===== config.mk =====
export PLATFORM = sky130hd
export DESIGN_NAME = i2c_chsel_switch
export DESIGN_NICKNAME = d
export VERILOG_FILES = /design/src/rtl/i2c_chsel_pkg.sv /design/src/rtl/i2c_line_sync.sv /design/src/rtl/i2c_chsel_engine.sv /design/src/rtl/chsel_regs.sv /design/src/rtl/i2c_chsel_switch.sv
export SDC_FILE = /design/constraint.sdc
export NUM_CORES = 1
export LEC_CHECK = 0
export ABC_AREA = 1
export BUFFER_PORTS_ARGS = -buffer_cell sky130_fd_sc_hd__buf_2
export CAP_MARGIN = 20
export CORE_ASPECT_RATIO = 1.75
export CORE_MARGIN = 10
export CORE_UTILIZATION = 65
export DETAILED_ROUTE_END_ITERATION = 7
export GPL_TIMING_DRIVEN = 0
export PLACE_DENSITY = 0.83
export SYNTH_ARGS = -nofsm -noshare
export SYNTH_HDL_FRONTEND = slang
export SYNTH_HIERARCHICAL = 1
export SYNTH_SLANG_ARGS = --single-unit

===== constraint.sdc =====
create_clock -name clk -period 3.5 [get_ports clk]
set_clock_uncertainty 0.05 [all_clocks]
set_input_delay 0.175 -clock clk [delete_from_list [all_inputs] [get_ports clk]]
set_output_delay 0.175 -clock clk [all_outputs]
set_load 0.02 [all_outputs]

===== src/rtl/i2c_chsel_pkg.sv =====
package i2c_chsel_pkg;
   typedef enum logic [2:0] {
      ST_IDLE,
      ST_ADDR,
      ST_ADDR_ACK,
      ST_WDATA,
      ST_WACK,
      ST_RDATA,
      ST_RACK,
      ST_IGNORE
   } bus_state_t;
endpackage


===== src/rtl/i2c_line_sync.sv =====
// Brings SCL/SDA into the clk domain and flags edges and bus conditions.
module i2c_line_sync #(
   parameter int STAGES = 2
) (
   input  logic clk,
   input  logic rst,
   input  logic scl_i,
   input  logic sda_i,
   output logic scl_s,
   output logic sda_s,
   output logic scl_rise,
   output logic scl_fall,
   output logic start_det,
   output logic stop_det
);
   logic [STAGES-1:0] scl_sh, sda_sh;
   logic scl_q, sda_q;

   for (genvar i = 0; i < STAGES; i++) begin : g_stage
      if (i == 0) begin : g_first
         always_ff @(posedge clk) begin
            if (rst) begin
               scl_sh[0] <= 1'b1;
               sda_sh[0] <= 1'b1;
            end else begin
               scl_sh[0] <= scl_i;
               sda_sh[0] <= sda_i;
            end
         end
      end else begin : g_next
         always_ff @(posedge clk) begin
            if (rst) begin
               scl_sh[i] <= 1'b1;
               sda_sh[i] <= 1'b1;
            end else begin
               scl_sh[i] <= scl_sh[i-1];
               sda_sh[i] <= sda_sh[i-1];
            end
         end
      end
   end

   assign scl_s = scl_sh[STAGES-1];
   assign sda_s = sda_sh[STAGES-1];

   always_ff @(posedge clk) begin
      if (rst) begin
         scl_q <= 1'b1;
         sda_q <= 1'b1;
      end else begin
         scl_q <= scl_s;
         sda_q <= sda_s;
      end
   end

   assign scl_rise  = scl_s & ~scl_q;
   assign scl_fall  = ~scl_s & scl_q;
   assign start_det = scl_s & scl_q & sda_q & ~sda_s;
   assign stop_det  = scl_s & scl_q & ~sda_q & sda_s;
endmodule


===== src/rtl/i2c_chsel_engine.sv =====
// Bit-level target engine: address match, write capture, read shift-out.
module i2c_chsel_engine
   import i2c_chsel_pkg::*;
#(
   parameter int                 STRAP_W    = 3,
   parameter logic [6-STRAP_W:0] ADDR_FIXED = 4'b1110
) (
   input  logic               clk,
   input  logic               rst,
   input  logic               sda_s,
   input  logic               scl_rise,
   input  logic               scl_fall,
   input  logic               start_det,
   input  logic               stop_det,
   input  logic [STRAP_W-1:0] strap,
   input  logic [7:0]         rd_data,
   output logic               sda_oe,
   output logic               wr_stb,
   output logic [7:0]         wr_data,
   output bus_state_t         state
);
   localparam int         BYTE_W   = 8;
   localparam logic [3:0] LAST_BIT = 4'(BYTE_W);

   logic [BYTE_W-1:0] sh;
   logic [3:0]        cnt;
   logic              rw;
   logic              host_ack;

   assign wr_data = sh;

   always_ff @(posedge clk) begin
      if (rst) begin
         state    <= ST_IDLE;
         sh       <= '0;
         cnt      <= '0;
         sda_oe   <= 1'b0;
         rw       <= 1'b0;
         wr_stb   <= 1'b0;
         host_ack <= 1'b0;
      end else begin
         wr_stb <= 1'b0;
         if (start_det) begin
            state  <= ST_ADDR;
            cnt    <= '0;
            sda_oe <= 1'b0;
         end else if (stop_det) begin
            state  <= ST_IDLE;
            cnt    <= '0;
            sda_oe <= 1'b0;
         end else begin
            case (state)
               ST_ADDR, ST_WDATA: begin
                  if (scl_rise && cnt < LAST_BIT) begin
                     sh  <= {sh[BYTE_W-2:0], sda_s};
                     cnt <= cnt + 4'd1;
                  end else if (scl_fall && cnt == LAST_BIT) begin
                     cnt <= '0;
                     if (state == ST_ADDR) begin
                        if (sh[BYTE_W-1:1] == {ADDR_FIXED, strap}) begin
                           sda_oe <= 1'b1;
                           rw     <= sh[0];
                           state  <= ST_ADDR_ACK;
                        end else begin
                           state  <= ST_IGNORE;
                        end
                     end else begin
                        sda_oe <= 1'b1;
                        wr_stb <= 1'b1;
                        state  <= ST_WACK;
                     end
                  end
               end
               ST_ADDR_ACK: begin
                  if (scl_fall) begin
                     if (rw) begin
                        state  <= ST_RDATA;
                        sh     <= rd_data;
                        sda_oe <= ~rd_data[BYTE_W-1];
                     end else begin
                        state  <= ST_WDATA;
                        sda_oe <= 1'b0;
                     end
                  end
               end
               ST_WACK: begin
                  if (scl_fall) begin
                     sda_oe <= 1'b0;
                     state  <= ST_WDATA;
                  end
               end
               ST_RDATA: begin
                  if (scl_rise) begin
                     cnt <= cnt + 4'd1;
                  end else if (scl_fall) begin
                     if (cnt == LAST_BIT) begin
                        sda_oe <= 1'b0;
                        cnt    <= '0;
                        state  <= ST_RACK;
                     end else begin
                        sh     <= {sh[BYTE_W-2:0], 1'b0};
                        sda_oe <= ~sh[BYTE_W-2];
                     end
                  end
               end
               ST_RACK: begin
                  if (scl_rise) begin
                     host_ack <= ~sda_s;
                  end else if (scl_fall) begin
                     if (host_ack) begin
                        state  <= ST_RDATA;
                        sh     <= rd_data;
                        sda_oe <= ~rd_data[BYTE_W-1];
                     end else begin
                        state  <= ST_IGNORE;
                     end
                  end
               end
               default: ;
            endcase
         end
      end
   end
endmodule


===== src/rtl/chsel_regs.sv =====
// Control register plus the active enables committed at STOP.
module chsel_regs #(
   parameter int DATA_W = 8,
   parameter int NUM_CH = 4
) (
   input  logic              clk,
   input  logic              rst,
   input  logic              wr_stb,
   input  logic [DATA_W-1:0] wr_data,
   input  logic              commit,
   output logic [DATA_W-1:0] ctrl_q,
   output logic [NUM_CH-1:0] chan_en
);
   always_ff @(posedge clk) begin
      if (rst)         ctrl_q <= '0;
      else if (wr_stb) ctrl_q <= wr_data;
   end

   for (genvar c = 0; c < NUM_CH; c++) begin : g_chan
      always_ff @(posedge clk) begin
         if (rst)         chan_en[c] <= 1'b0;
         else if (commit) chan_en[c] <= ctrl_q[c];
      end
   end
endmodule


===== src/rtl/i2c_chsel_switch.sv =====
module i2c_chsel_switch
   import i2c_chsel_pkg::*;
#(
   parameter int                 NUM_CH      = 4,
   parameter int                 STRAP_W     = 3,
   parameter int                 SYNC_STAGES = 2,
   parameter logic [6-STRAP_W:0] ADDR_FIXED  = 4'b1110
) (
   input  logic               clk,
   input  logic               rst,
   input  logic               scl_i,
   input  logic               sda_i,
   input  logic [STRAP_W-1:0] strap,
   output logic               sda_oe,
   output logic [NUM_CH-1:0]  chan_en
);
   localparam int DATA_W = 8;

   if (NUM_CH < 1 || NUM_CH > DATA_W) begin : g_bad_ch
      $error("NUM_CH must lie between 1 and the byte width");
   end
   if (SYNC_STAGES < 2) begin : g_bad_sync
      $error("SYNC_STAGES must be at least 2");
   end
   if (STRAP_W < 1 || STRAP_W > 6) begin : g_bad_strap
      $error("STRAP_W must lie between 1 and 6");
   end

   logic scl_s, sda_s, scl_rise, scl_fall, start_det, stop_det;
   logic wr_stb;
   logic [DATA_W-1:0] wr_data, ctrl_q;
   bus_state_t state;

   i2c_line_sync #(.STAGES(SYNC_STAGES)) u_sync (
      .clk       (clk),
      .rst       (rst),
      .scl_i     (scl_i),
      .sda_i     (sda_i),
      .scl_s     (scl_s),
      .sda_s     (sda_s),
      .scl_rise  (scl_rise),
      .scl_fall  (scl_fall),
      .start_det (start_det),
      .stop_det  (stop_det)
   );

   i2c_chsel_engine #(.STRAP_W(STRAP_W), .ADDR_FIXED(ADDR_FIXED)) u_eng (
      .clk       (clk),
      .rst       (rst),
      .sda_s     (sda_s),
      .scl_rise  (scl_rise),
      .scl_fall  (scl_fall),
      .start_det (start_det),
      .stop_det  (stop_det),
      .strap     (strap),
      .rd_data   (ctrl_q),
      .sda_oe    (sda_oe),
      .wr_stb    (wr_stb),
      .wr_data   (wr_data),
      .state     (state)
   );

   chsel_regs #(.DATA_W(DATA_W), .NUM_CH(NUM_CH)) u_regs (
      .clk     (clk),
      .rst     (rst),
      .wr_stb  (wr_stb),
      .wr_data (wr_data),
      .commit  (stop_det),
      .ctrl_q  (ctrl_q),
      .chan_en (chan_en)
   );
endmodule


==> flow_metrics.py, run 1 <==
metrics = {
    "status": {
        "outcome": "completed",
    },
    "synth": {
        "synth_flop_cell": "dfxtp_1",
        "synth.ff_latch_count": 37,
        "syn_inst": 357,
        "synth_fp_nets": 366,
        "synth_top_area_share": 0.333,
        "synth_most_common_cell": "nand2_1",
        "synthTopCellsByCount": "nand2_1, inv_1, nor2_1, dfxtp_1, o21ai_0",
        "synth_area_leaders": "dfxtp_1, nand2_1, inv_1",
        "mappedNetlistArea_mm2": 0.00223,
        "ys_seq_area_frac": 0.333,
        "synth_edf_count": 0,
        "async_flop_share": 0,
        "yosysWarnings": 6,
        "avgSynthCellArea_um2": 6.24,
        "synthDistinctLibCells": 33,
        "yosysTopAreaCell": "dfxtp_1",
    },
    "placement": {
        "gp_congestion": 0.986,
        "io_buffers": 11,
        "hpwlAfterDp_um": 3900,
        "placed_area_mm2": 0.00234,
    },
    "pwr": {
        "p_comb_frac": 0.360,
        "internal_power_uw": 855,
        "p_switching_uw": 529,
        "sequentialPowerShare": 0.371,
        "power_density_mw_per_mm2": 565,
        "ir_worst_vdd_uv": 563,
        "pwr-share-clk": 0.269,
        "power_leakage_uw": 0.00119,
        "finalPower_uw": 1380,
        "p_sw_frac": 0.382,
    },
    "worst_hold_path": {
        "hold_class": "in -> reg",
    },
    "cells_and_area": {
        "syn_to_final_growth_pct": 10.0,
        "seqCellArea_um2": 741,
        "fin_util": 0.736,
        "multi_input_area_mm2": 0.00114,
        "antenna_cells": 0,
        "fillCellCount": 291,
        "stdcell_area_mm2": 0.00245,
        "final_nets": 384,
        "drive_above_1_share": 0.133,
    },
    "global_routing": {
        "grt_pass1_wl_um": 9170,
        "antenna_found_initial": 0,
        "grt.overflow.total": 0,
        "grt_use_total": 0.179,
        "grt_max_degree": 13,
        "grt_pass1_vias": 2143,
    },
    "critical_path": {
        "worstPathMaxFanout": 5,
        "cp.required_ns": 3.65,
        "path_delay_family": "simple AND/OR/NAND/NOR gates",
        "path_buf_inv": 3,
        "crit_path_end_kind": "register",
        "timing.critical_path.slowest_cell_delay_ns": 0.38,
        "critPathLaunchType": "register",
        "crit_chain": "inv_1 > nand2_1 > nor2_1 > nor2_1 > inv_1 > nor2_1 > inv_1 > nor4_1",
        "worstSetupPathType": "reg -> reg",
        "critPathSlowestCell": "dfxtp_1",
        "arrival_ns": 2.00,
    },
    "clocking": {
        "cts.path.max_buffers": 2,
        "clkSlewWorstSetupHoldPaths_ns": 0.08,
        "cts.sinks": 37,
        "h-tree-depth": 2,
        "cts_buffers": 5,
        "clock_latency_ns": 0.30,
        "root_buffer": "clkbuf_8",
        "cts_tree": "done",
        "cts_hold_buf": 0,
        "post-cts-setup-buffers": 0,
        "cts_resized": 0,
    },
    "route": {
        "drt_pass1_iterations": 4,
        "drc": 0,
        "vias": 2166,
        "vias_per_cell": 5.14,
        "drt_iter0_markers": 92,
        "antenna_left": 0,
        "routed_wl_um": 5250,
        "wl_per_cell_um": 12.5,
    },
    "timing": {
        "max_freq_mhz": 541,
        "rsz0062_at_grt": "false",
        "drv_slew": 0,
        "post-route-period-util": 0.529,
        "layout_min_cycle_time_ns": 1.85,
        "setup-tns-final_ns": 0,
        "setup_viol": 0,
        "slew_headroom": 0.653,
        "hold_slack_ns": 0.00831,
        "worstMarginPinSlew_ns": 0.521,
        "final_hold_viol_count": 0,
    },
    "die": {
        "die_area_mm2": 0.00626,
        "core_area_mm2": 0.00333,
        "die-height_um": 97.4,
        "std_cell_rows": 28,
        "ioPinCount": 12,
        "die_x_um": 64.3,
        "start_util": 0.669,
    },
    "run": {
        "drv_cap": 0,
    },
}
kinds of logic after synthesis:
kind of cell / synth area share
and+or+nand+nor: 0.426
buffers and inverters: 0.154
DFF: 0.333
AOI/OAI and AO/OA: 0.0680
xor gates and xnor gates: 0.00787
adders and majority gates: 0.0112
power groups by stage:
stage	registers [µW]	clock network, µW	logic (µW)
floorplan	516	0	390
global placement	518	0	479
detailed placement	521	0	488
CTS	512	381	492
global route	519	391	571
finish	513	372	499
flip-flops by register name (all words and copies together), names as in the netlist:
| signal | cells |
|---|---|
| u_eng/state | 3 |
| u_regs/chan_en | 4 |
| u_sync/scl_sh | 1 |
| u_eng/rw | 1 |
| u_eng/wr_data | 8 |
| u_sync/scl_q | 1 |
| u_eng/wr_stb | 1 |
| u_regs/ctrl_q | 8 |
| u_sync/scl_s | 1 |
| u_sync/sda_sh | 1 |
| u_sync/sda_s | 1 |
| u_eng/cnt | 4 |
| u_sync/sda_q | 1 |
| u_eng/sda_oe | 1 |
| u_eng/host_ack | 1 |
layer usage:
| metal | routed length [µm] | vias up | GRT usage |
|---|---|---|---|
| li1 | - | 1114 | - |
| met5 | 0 | - | 0 |
| met1 | 1980 | 962 | 0.167 |
| met3 | 212 | 26 | 0.0393 |
| met4 | 239 | 0 | 0.124 |
| met2 | 2820 | 64 | 0.325 |
worst register-to-register path, cell delays in order (launching register included):
cell	delay, ns
dfxtp_1	0.38
inv_1	0.07
nand2_1	0.06
nor2_1	0.05
nor2_1	0.26
inv_1	0.15
nor2_1	0.36
inv_1	0.18
nor4_1	0.21
placed cells by master (no fill, tap or decap), types with 9 or more instances in the layout:
| cell | instances |
|---|---|
| nand4_1 | 9 |
| dfxtp_1 | 37 |
| o21ai_0 | 16 |
| nand3_1 | 14 |
| buf_2 | 13 |
| nor2_1 | 61 |
| nand2_1 | 97 |
| a21oi_1 | 9 |
| inv_1 | 65 |
through the flow:
step,std cells,worst slack (ns)
final,421,1.65
after CTS,421,1.70
after global routing,421,1.46
after detailed placement,413,1.71
after floorplan,357,2.01
after global placement,413,1.73
cell type report:
| class | instances | share of cell area |
|---|---|---|
| well taps | 45 | 0.0230 |
| repair buffers | 11 | 0.0225 |
| flip-flops and latches | 37 | 0.302 |
| multi-input cells | 241 | 0.466 |
| inverters | 69 | 0.106 |
| plain buffers | 10 | 0.0347 |
| clock buffers | 6 | 0.0296 |
| clock inverters | 2 | 0.0158 |
path summary, 6_finish.rpt:
kind / start / end / slack [ns] / cells after the start
worst min-delay path: scl_i / u_sync/scl_sh[0]$_SDFF_PP1_ / 0.008 / 2
worst min register to register: u_sync/sda_sh[0]$_SDFF_PP1_ / u_sync/sda_s$_SDFF_PP1_ / 0.36 / 1
worst max-delay path: u_sync/sda_s$_SDFF_PP1_ / u_eng/wr_stb$_SDFF_PP0_ / 1.65 / 8
worst max register to register: u_sync/sda_s$_SDFF_PP1_ / u_eng/wr_stb$_SDFF_PP0_ / 1.65 / 8
Note: power is estimated with default switching activity, not from simulation.
==> run 2: changes to the inputs <==
CORE_UTILIZATION = 60   (was 65)
PLACE_DENSITY = 0.77   (was 0.83)
clock period = 1.8 ns   (was 3.5 ns; I/O delays follow)
==> run 2 against run 1 <==
Effect of this change: highest routed layer unchanged; worst hold slack better by 0.057 ns; clock power increased by 100%; critical path depth up 1; die area grew 6.1%; largest power group is now combinational logic; register-to-register slack got worse by 1.5 ns; combinational power grew 110%; critical path type unchanged.
==> flow_metrics.py, run 2 (synthesized netlist as in run 1, its figures left out) <==
metrics = {
    "worst_hold_path": {
        "hold_class": "in -> reg",
    },
    "cells_and_area": {
        "fin_util": 0.705,
        "mostFrequentLayoutCells": "nand2_1, inv_1, nor2_1",
        "final_nets": 387,
        "layout_commonest_cell": "nand2_1",
        "stdcell_count": 425,
        "syn_to_final_growth_pct": 13.7,
        "fillCellCount": 325,
        "antenna_cells": 0,
        "stdcell_area_mm2": 0.00253,
        "multi_input_area_mm2": 0.00117,
        "seqCellArea_um2": 744,
        "drive_above_1_share": 0.164,
    },
    "clocking": {
        "root_buffer": "clkbuf_8",
        "h-tree-depth": 2,
        "cts_tree": "done",
        "cts.sinks": 37,
        "cts_buffers": 5,
        "cts.path.max_buffers": 2,
        "clkSlewWorstSetupHoldPaths_ns": 0.07,
        "clock_latency_ns": 0.29,
    },
    "pwr": {
        "finalPower_uw": 2790,
        "power_density_mw_per_mm2": 1100,
        "power_leakage_uw": 0.00121,
        "ir_worst_vdd_uv": 1120,
    },
    "timing": {
        "slew_headroom": 0.675,
        "drv_slew": 0,
        "setup_viol": 0,
        "layout_min_cycle_time_ns": 1.64,
        "max_freq_mhz": 611,
        "final_hold_viol_count": 0,
        "post-route-period-util": 0.909,
        "worst_slack_ns": 0.165,
        "worstMarginPinSlew_ns": 0.488,
    },
    "route": {
        "wl_per_cell_um": 12.4,
        "vias_per_cell": 5.03,
        "routed_wl_um": 5280,
        "drc": 0,
        "antenna_left": 0,
        "drt_iter0_markers": 81,
        "vias": 2139,
        "drt_pass1_iterations": 4,
    },
    "placement": {
        "io_buffers": 11,
        "hpwlAfterDp_um": 3930,
        "place_inst": 414,
        "gp_congestion": 0.968,
        "post-place-ws_ns": -0.00557,
        "placed_area_mm2": 0.00234,
    },
    "die": {
        "die-height_um": 101,
        "core_area_mm2": 0.00359,
        "die_x_um": 66.1,
        "die_area_mm2": 0.00664,
        "start_util": 0.620,
        "std_cell_rows": 29,
        "ioPinCount": 12,
    },
    "critical_path": {
        "cp.required_ns": 1.94,
        "crit_path_end_kind": "register",
        "arrival_ns": 1.78,
        "critPathLaunchType": "register",
        "worstPathMaxFanout": 6,
        "worstSetupPathType": "reg -> reg",
    },
    "global_routing": {
        "grt_pass1_wl_um": 8980,
        "grt_pass1_vias": 2075,
        "use_met1": 0.161,
        "grt_use_total": 0.170,
        "grt.overflow.total": 0,
        "grt_util_met3": 0.0301,
        "grt_busiest_layer": "met2",
        "antenna_found_initial": 0,
        "grtUsageMet2": 0.309,
        "grt_max_degree": 12,
    },
    "status": {
        "outcome": "completed",
    },
    "run": {
        "drv_cap": 0,
    },
}
==> run 2: cell types whose count changed in the layout (fill, tap and decap cells not counted), sizes merged <==
cell / change
clkinv: -1
clkbuf: +1
dlygate4sd3: +2
buf: +1
==> run 2: what timing repair did <==
item	CTS	global route
pin swaps	0	1
endpoints found under the setup margin	1	17
setup buffers	0	1
endpoints found under the hold margin	2	0
gates cloned	0	0
hold buffers	2	0
gates resized for setup	1	15
==> run 2: report_power, final <==
group,leakage (µW),switching (µW),internal (µW)
logic,0.000853,658,381
registers,0.000301,80.3,918
clock network,0.0000585,303,452
==> run 2: routing by layer <==
| metal | part of all wire | up-vias |
|---|---|---|
| met5 | 0 | - |
| met4 | 0.075 | 0 |
| met3 | 0.035 | 31 |
| met2 | 0.52 | 55 |
| met1 | 0.37 | 938 |
| li1 | - | 1115 |
==> run 2: area by class of cell <==
type / count / share of cell area
tap: 46 / 0.0227
timing repair buffer: 14 / 0.0375
inverter: 69 / 0.102
multi-input combinational: 241 / 0.464
clock buffer: 7 / 0.0341
buffer: 10 / 0.0336
clock inverter: 1 / 0.0119
sequential: 37 / 0.294
==> run 2: final timing paths <==
check	from	to	slack (ns)	cells after the start
setup / recovery	u_sync/scl_q$_SDFF_PP1_	u_eng/cnt[1]$_SDFFE_PP0P_	0.16	9
hold / removal	rst	u_sync/scl_sh[0]$_SDFF_PP1_	0.07	2
setup reg to reg	u_sync/scl_q$_SDFF_PP1_	u_eng/cnt[1]$_SDFFE_PP0P_	0.16	9
hold reg to reg	u_sync/sda_sh[0]$_SDFF_PP1_	u_sync/sda_s$_SDFF_PP1_	0.36	1
==> run 2: stage by stage <==
stage	hold slack [ns]	TNS, ns
6_report	0.0652	0
4_1_cts	0.0394	0
5_1_grt	0.0757	-0.0119
3_3_place_gp	0.216	-0.0213
2_1_floorplan	0.137	0
3_5_place_dp	0.225	-0.00557
==> run 2: worst max-delay path, stage by stage (launching register included) <==
cell,delay (ns)
dfxtp_2,0.36
inv_1,0.06
nor2_2,0.17
inv_1,0.15
nor2_2,0.19
o21ai_1,0.10
nand2_1,0.12
nand2_2,0.11
o21ai_0,0.16
nor2_1,0.05
==> run 3: changes to the inputs <==
--- a/config.mk
+++ b/config.mk
@@ -11,10 +11,10 @@
 export CORE_ASPECT_RATIO = 1.75
 export CORE_MARGIN = 10
-export CORE_UTILIZATION = 60
+export CORE_UTILIZATION = 59
 export DETAILED_ROUTE_END_ITERATION = 7
 export GPL_TIMING_DRIVEN = 0
 export PLACE_DENSITY = 0.77
+export SKIP_CTS_REPAIR_TIMING = 1
 export SYNTH_ARGS = -nofsm -noshare
 export SYNTH_HDL_FRONTEND = slang
-export SYNTH_HIERARCHICAL = 1
 export SYNTH_SLANG_ARGS = --single-unit
==> constraint.sdc (replaced) <==
create_clock -name clk -period 1.8 [get_ports clk]
set_clock_uncertainty 0.05 [all_clocks]
set_input_delay 0.36 -clock clk [delete_from_list [all_inputs] [get_ports clk]]
set_output_delay 0.36 -clock clk [all_outputs]
set_load 0.02 [all_outputs]
==> run 3 against run 2 <==
Effect of this change: utilization down 2.2 points; sequential share of layout area rose by 4.8 points; cell area decreased by 14%; die area fell by 8.0%; synthesized cell count shrank 18%; critical path type unchanged; critical endpoint is now u_eng.state[0]$_SDFFE_PP0P_; highest routed layer unchanged.
==> flow_metrics.py, run 3 <==
metrics = {
    "status": {
        "outcome": "completed",
    },
    "synth": {
        "mappedNetlistArea_mm2": 0.00196,
        "synthDistinctLibCells": 29,
        "synth_top_area_share": 0.378,
        "synthTopCellsByCount": "nand2_1, nor2_1, dfxtp_1, inv_1, o21ai_0",
        "synth_flop_cell": "dfxtp_1",
        "synth.ff_latch_count": 37,
        "avgSynthCellArea_um2": 6.66,
        "yosysWarnings": 0,
        "ys_seq_area_frac": 0.378,
        "syn_inst": 294,
        "synth_area_leaders": "dfxtp_1, nand2_1, nor2_1",
        "async_flop_share": 0,
        "synth_edf_count": 0,
        "synth_fp_nets": 303,
        "synth_most_common_cell": "nand2_1",
        "yosysTopAreaCell": "dfxtp_1",
    },
    "die": {
        "die-height_um": 96.2,
        "die_area_mm2": 0.00611,
        "core_area_mm2": 0.00318,
        "std_cell_rows": 27,
        "start_util": 0.617,
        "die_x_um": 63.6,
        "ioPinCount": 12,
    },
    "run": {
        "drv_cap": 0,
    },
    "critical_path": {
        "critPathLaunchType": "register",
        "worstSetupPathType": "reg -> reg",
        "worst_path_most_repeated_cell": "nor2_1",
        "critPathSlowestCell": "dfxtp_1",
        "arrival_ns": 1.77,
        "cp.required_ns": 1.94,
        "crit_chain": "inv_1 > ha_1 > nand2_1 > nor2_2 > inv_1 > nand2_1 > nand3_1 > nor2_1 > nor2_1 > nor2_1 > nor2_1",
        "crit_path_end_kind": "register",
        "timing.critical_path.slowest_cell_delay_ns": 0.35,
        "worstPathMaxFanout": 4,
    },
    "cells_and_area": {
        "layout_commonest_cell": "nand2_1",
        "multi_input_area_mm2": 0.00107,
        "seqCellArea_um2": 741,
        "final_nets": 320,
        "stdcell_area_mm2": 0.00217,
        "drive_above_1_share": 0.163,
        "stdcell_count": 355,
        "mostFrequentLayoutCells": "nand2_1, nor2_1, dfxtp_1",
        "syn_to_final_growth_pct": 10.7,
        "antenna_cells": 0,
        "fin_util": 0.683,
        "fillCellCount": 322,
    },
    "timing": {
        "worstMarginPinSlew_ns": 0.419,
        "rsz0062_at_grt": "false",
        "max_freq_mhz": 614,
        "drv_slew": 0,
        "post-route-period-util": 0.904,
        "setup_viol": 0,
        "setup-tns-final_ns": 0,
        "layout_min_cycle_time_ns": 1.63,
        "worst_slack_ns": 0.173,
        "slew_headroom": 0.721,
        "final_hold_viol_count": 0,
    },
    "clocking": {
        "cts_tree": "done",
        "h-tree-depth": 2,
        "clock_latency_ns": 0.29,
        "root_buffer": "clkbuf_8",
        "cts.sinks": 37,
        "clkSlewWorstSetupHoldPaths_ns": 0.07,
        "cts_buffers": 5,
        "cts.path.max_buffers": 2,
    },
    "pwr": {
        "ir_worst_vdd_uv": 764,
        "power_leakage_uw": 0.00101,
        "power_density_mw_per_mm2": 1260,
    },
    "placement": {
        "post-place-ws_ns": 0.220,
        "placed_area_mm2": 0.00206,
        "io_buffers": 10,
        "gp_congestion": 0.936,
        "place_inst": 347,
        "hpwlAfterDp_um": 3660,
    },
    "route": {
        "drt_pass1_iterations": 4,
        "vias_per_cell": 5.18,
        "drc": 0,
        "wl_per_cell_um": 13.2,
        "drt_iter0_markers": 84,
        "routed_wl_um": 4680,
        "antenna_left": 0,
        "vias": 1838,
    },
    "global_routing": {
        "grt_max_degree": 12,
        "grt_use_total": 0.163,
        "grt_pass1_wl_um": 8000,
        "grt_pass1_vias": 1836,
        "grt.overflow.total": 0,
        "antenna_found_initial": 0,
    },
    "worst_hold_path": {
        "hold_class": "in -> reg",
    },
}
==> run 3: final timing paths <==
path | from | to | slack, ns | depth (start not counted)
setup / recovery | u_eng.cnt[0]$_SDFFE_PP0P_ | u_eng.state[0]$_SDFFE_PP0P_ | 0.17 | 11
hold / removal | scl_i | u_sync.scl_sh[0]$_SDFF_PP1_ | 0.20 | 2
setup reg to reg | u_eng.cnt[0]$_SDFFE_PP0P_ | u_eng.state[0]$_SDFFE_PP0P_ | 0.17 | 11
hold reg to reg | u_sync.scl_sh[0]$_SDFF_PP1_ | u_sync.scl_s$_SDFF_PP1_ | 0.37 | 1
==> run 3: per-stage QoR <==
| step | total power [µW] | hold slack (ns) |
|---|---|---|
| after floorplan | 1880 | 0.339 |
| after global placement | 2080 | 0.340 |
| after detailed placement | 2090 | 0.354 |
| after CTS | 2730 | 0.196 |
| after global routing | 2950 | 0.195 |
| final | 2730 | 0.199 |
==> run 3: area by class of cell <==
class / instances / area share
Clock buffer: 7 / 0.0444
Inverter: 35 / 0.0606
Clock inverter: 1 / 0.00231
Timing Repair Buffer: 10 / 0.0231
Multi-Input combinational cell: 217 / 0.492
Buffer: 5 / 0.0110
Sequential cell: 37 / 0.342
Tap cell: 43 / 0.0248
==> run 3: metal layers <==
| metal | global-route usage | vias up | part of all wire |
|---|---|---|---|
| li1 | - | 958 | - |
| met2 | 0.327 | 42 | 0.57 |
| met3 | 0.0349 | 12 | 0.038 |
| met1 | 0.143 | 826 | 0.36 |
| met5 | 0 | - | 0 |
| met4 | 0.101 | 0 | 0.030 |
==> run 3: cells by family (layout without fill, tap and decap cells) <==
family | Yosys count | count (layout) | share of synthesized area
AOI/OAI and AO/OA | 38 | 38 | 0.108
xor gates and xnor gates | 3 | 3 | 0.0134
adders and majority gates | 2 | 2 | 0.0128
buffers and inverters | 40 | 58 | 0.0792
DFF | 37 | 37 | 0.378
and+or+nand+nor | 174 | 174 | 0.408
==> run 3: worst max-delay path, delay by kind of cell, from the launching register on <==
family	cells	cell delay, ns
flops	1	0.35
simple gates	8	0.80
fa+ha+maj	1	0.14
buf+inv	2	0.19
==> run 3: power breakdown <==
| part | internal [µW] | switching (µW) |
|---|---|---|
| registers | 959 | 126 |
| logic | 365 | 641 |
| clock network | 346 | 296 |
| total | 1670 | 1060 |
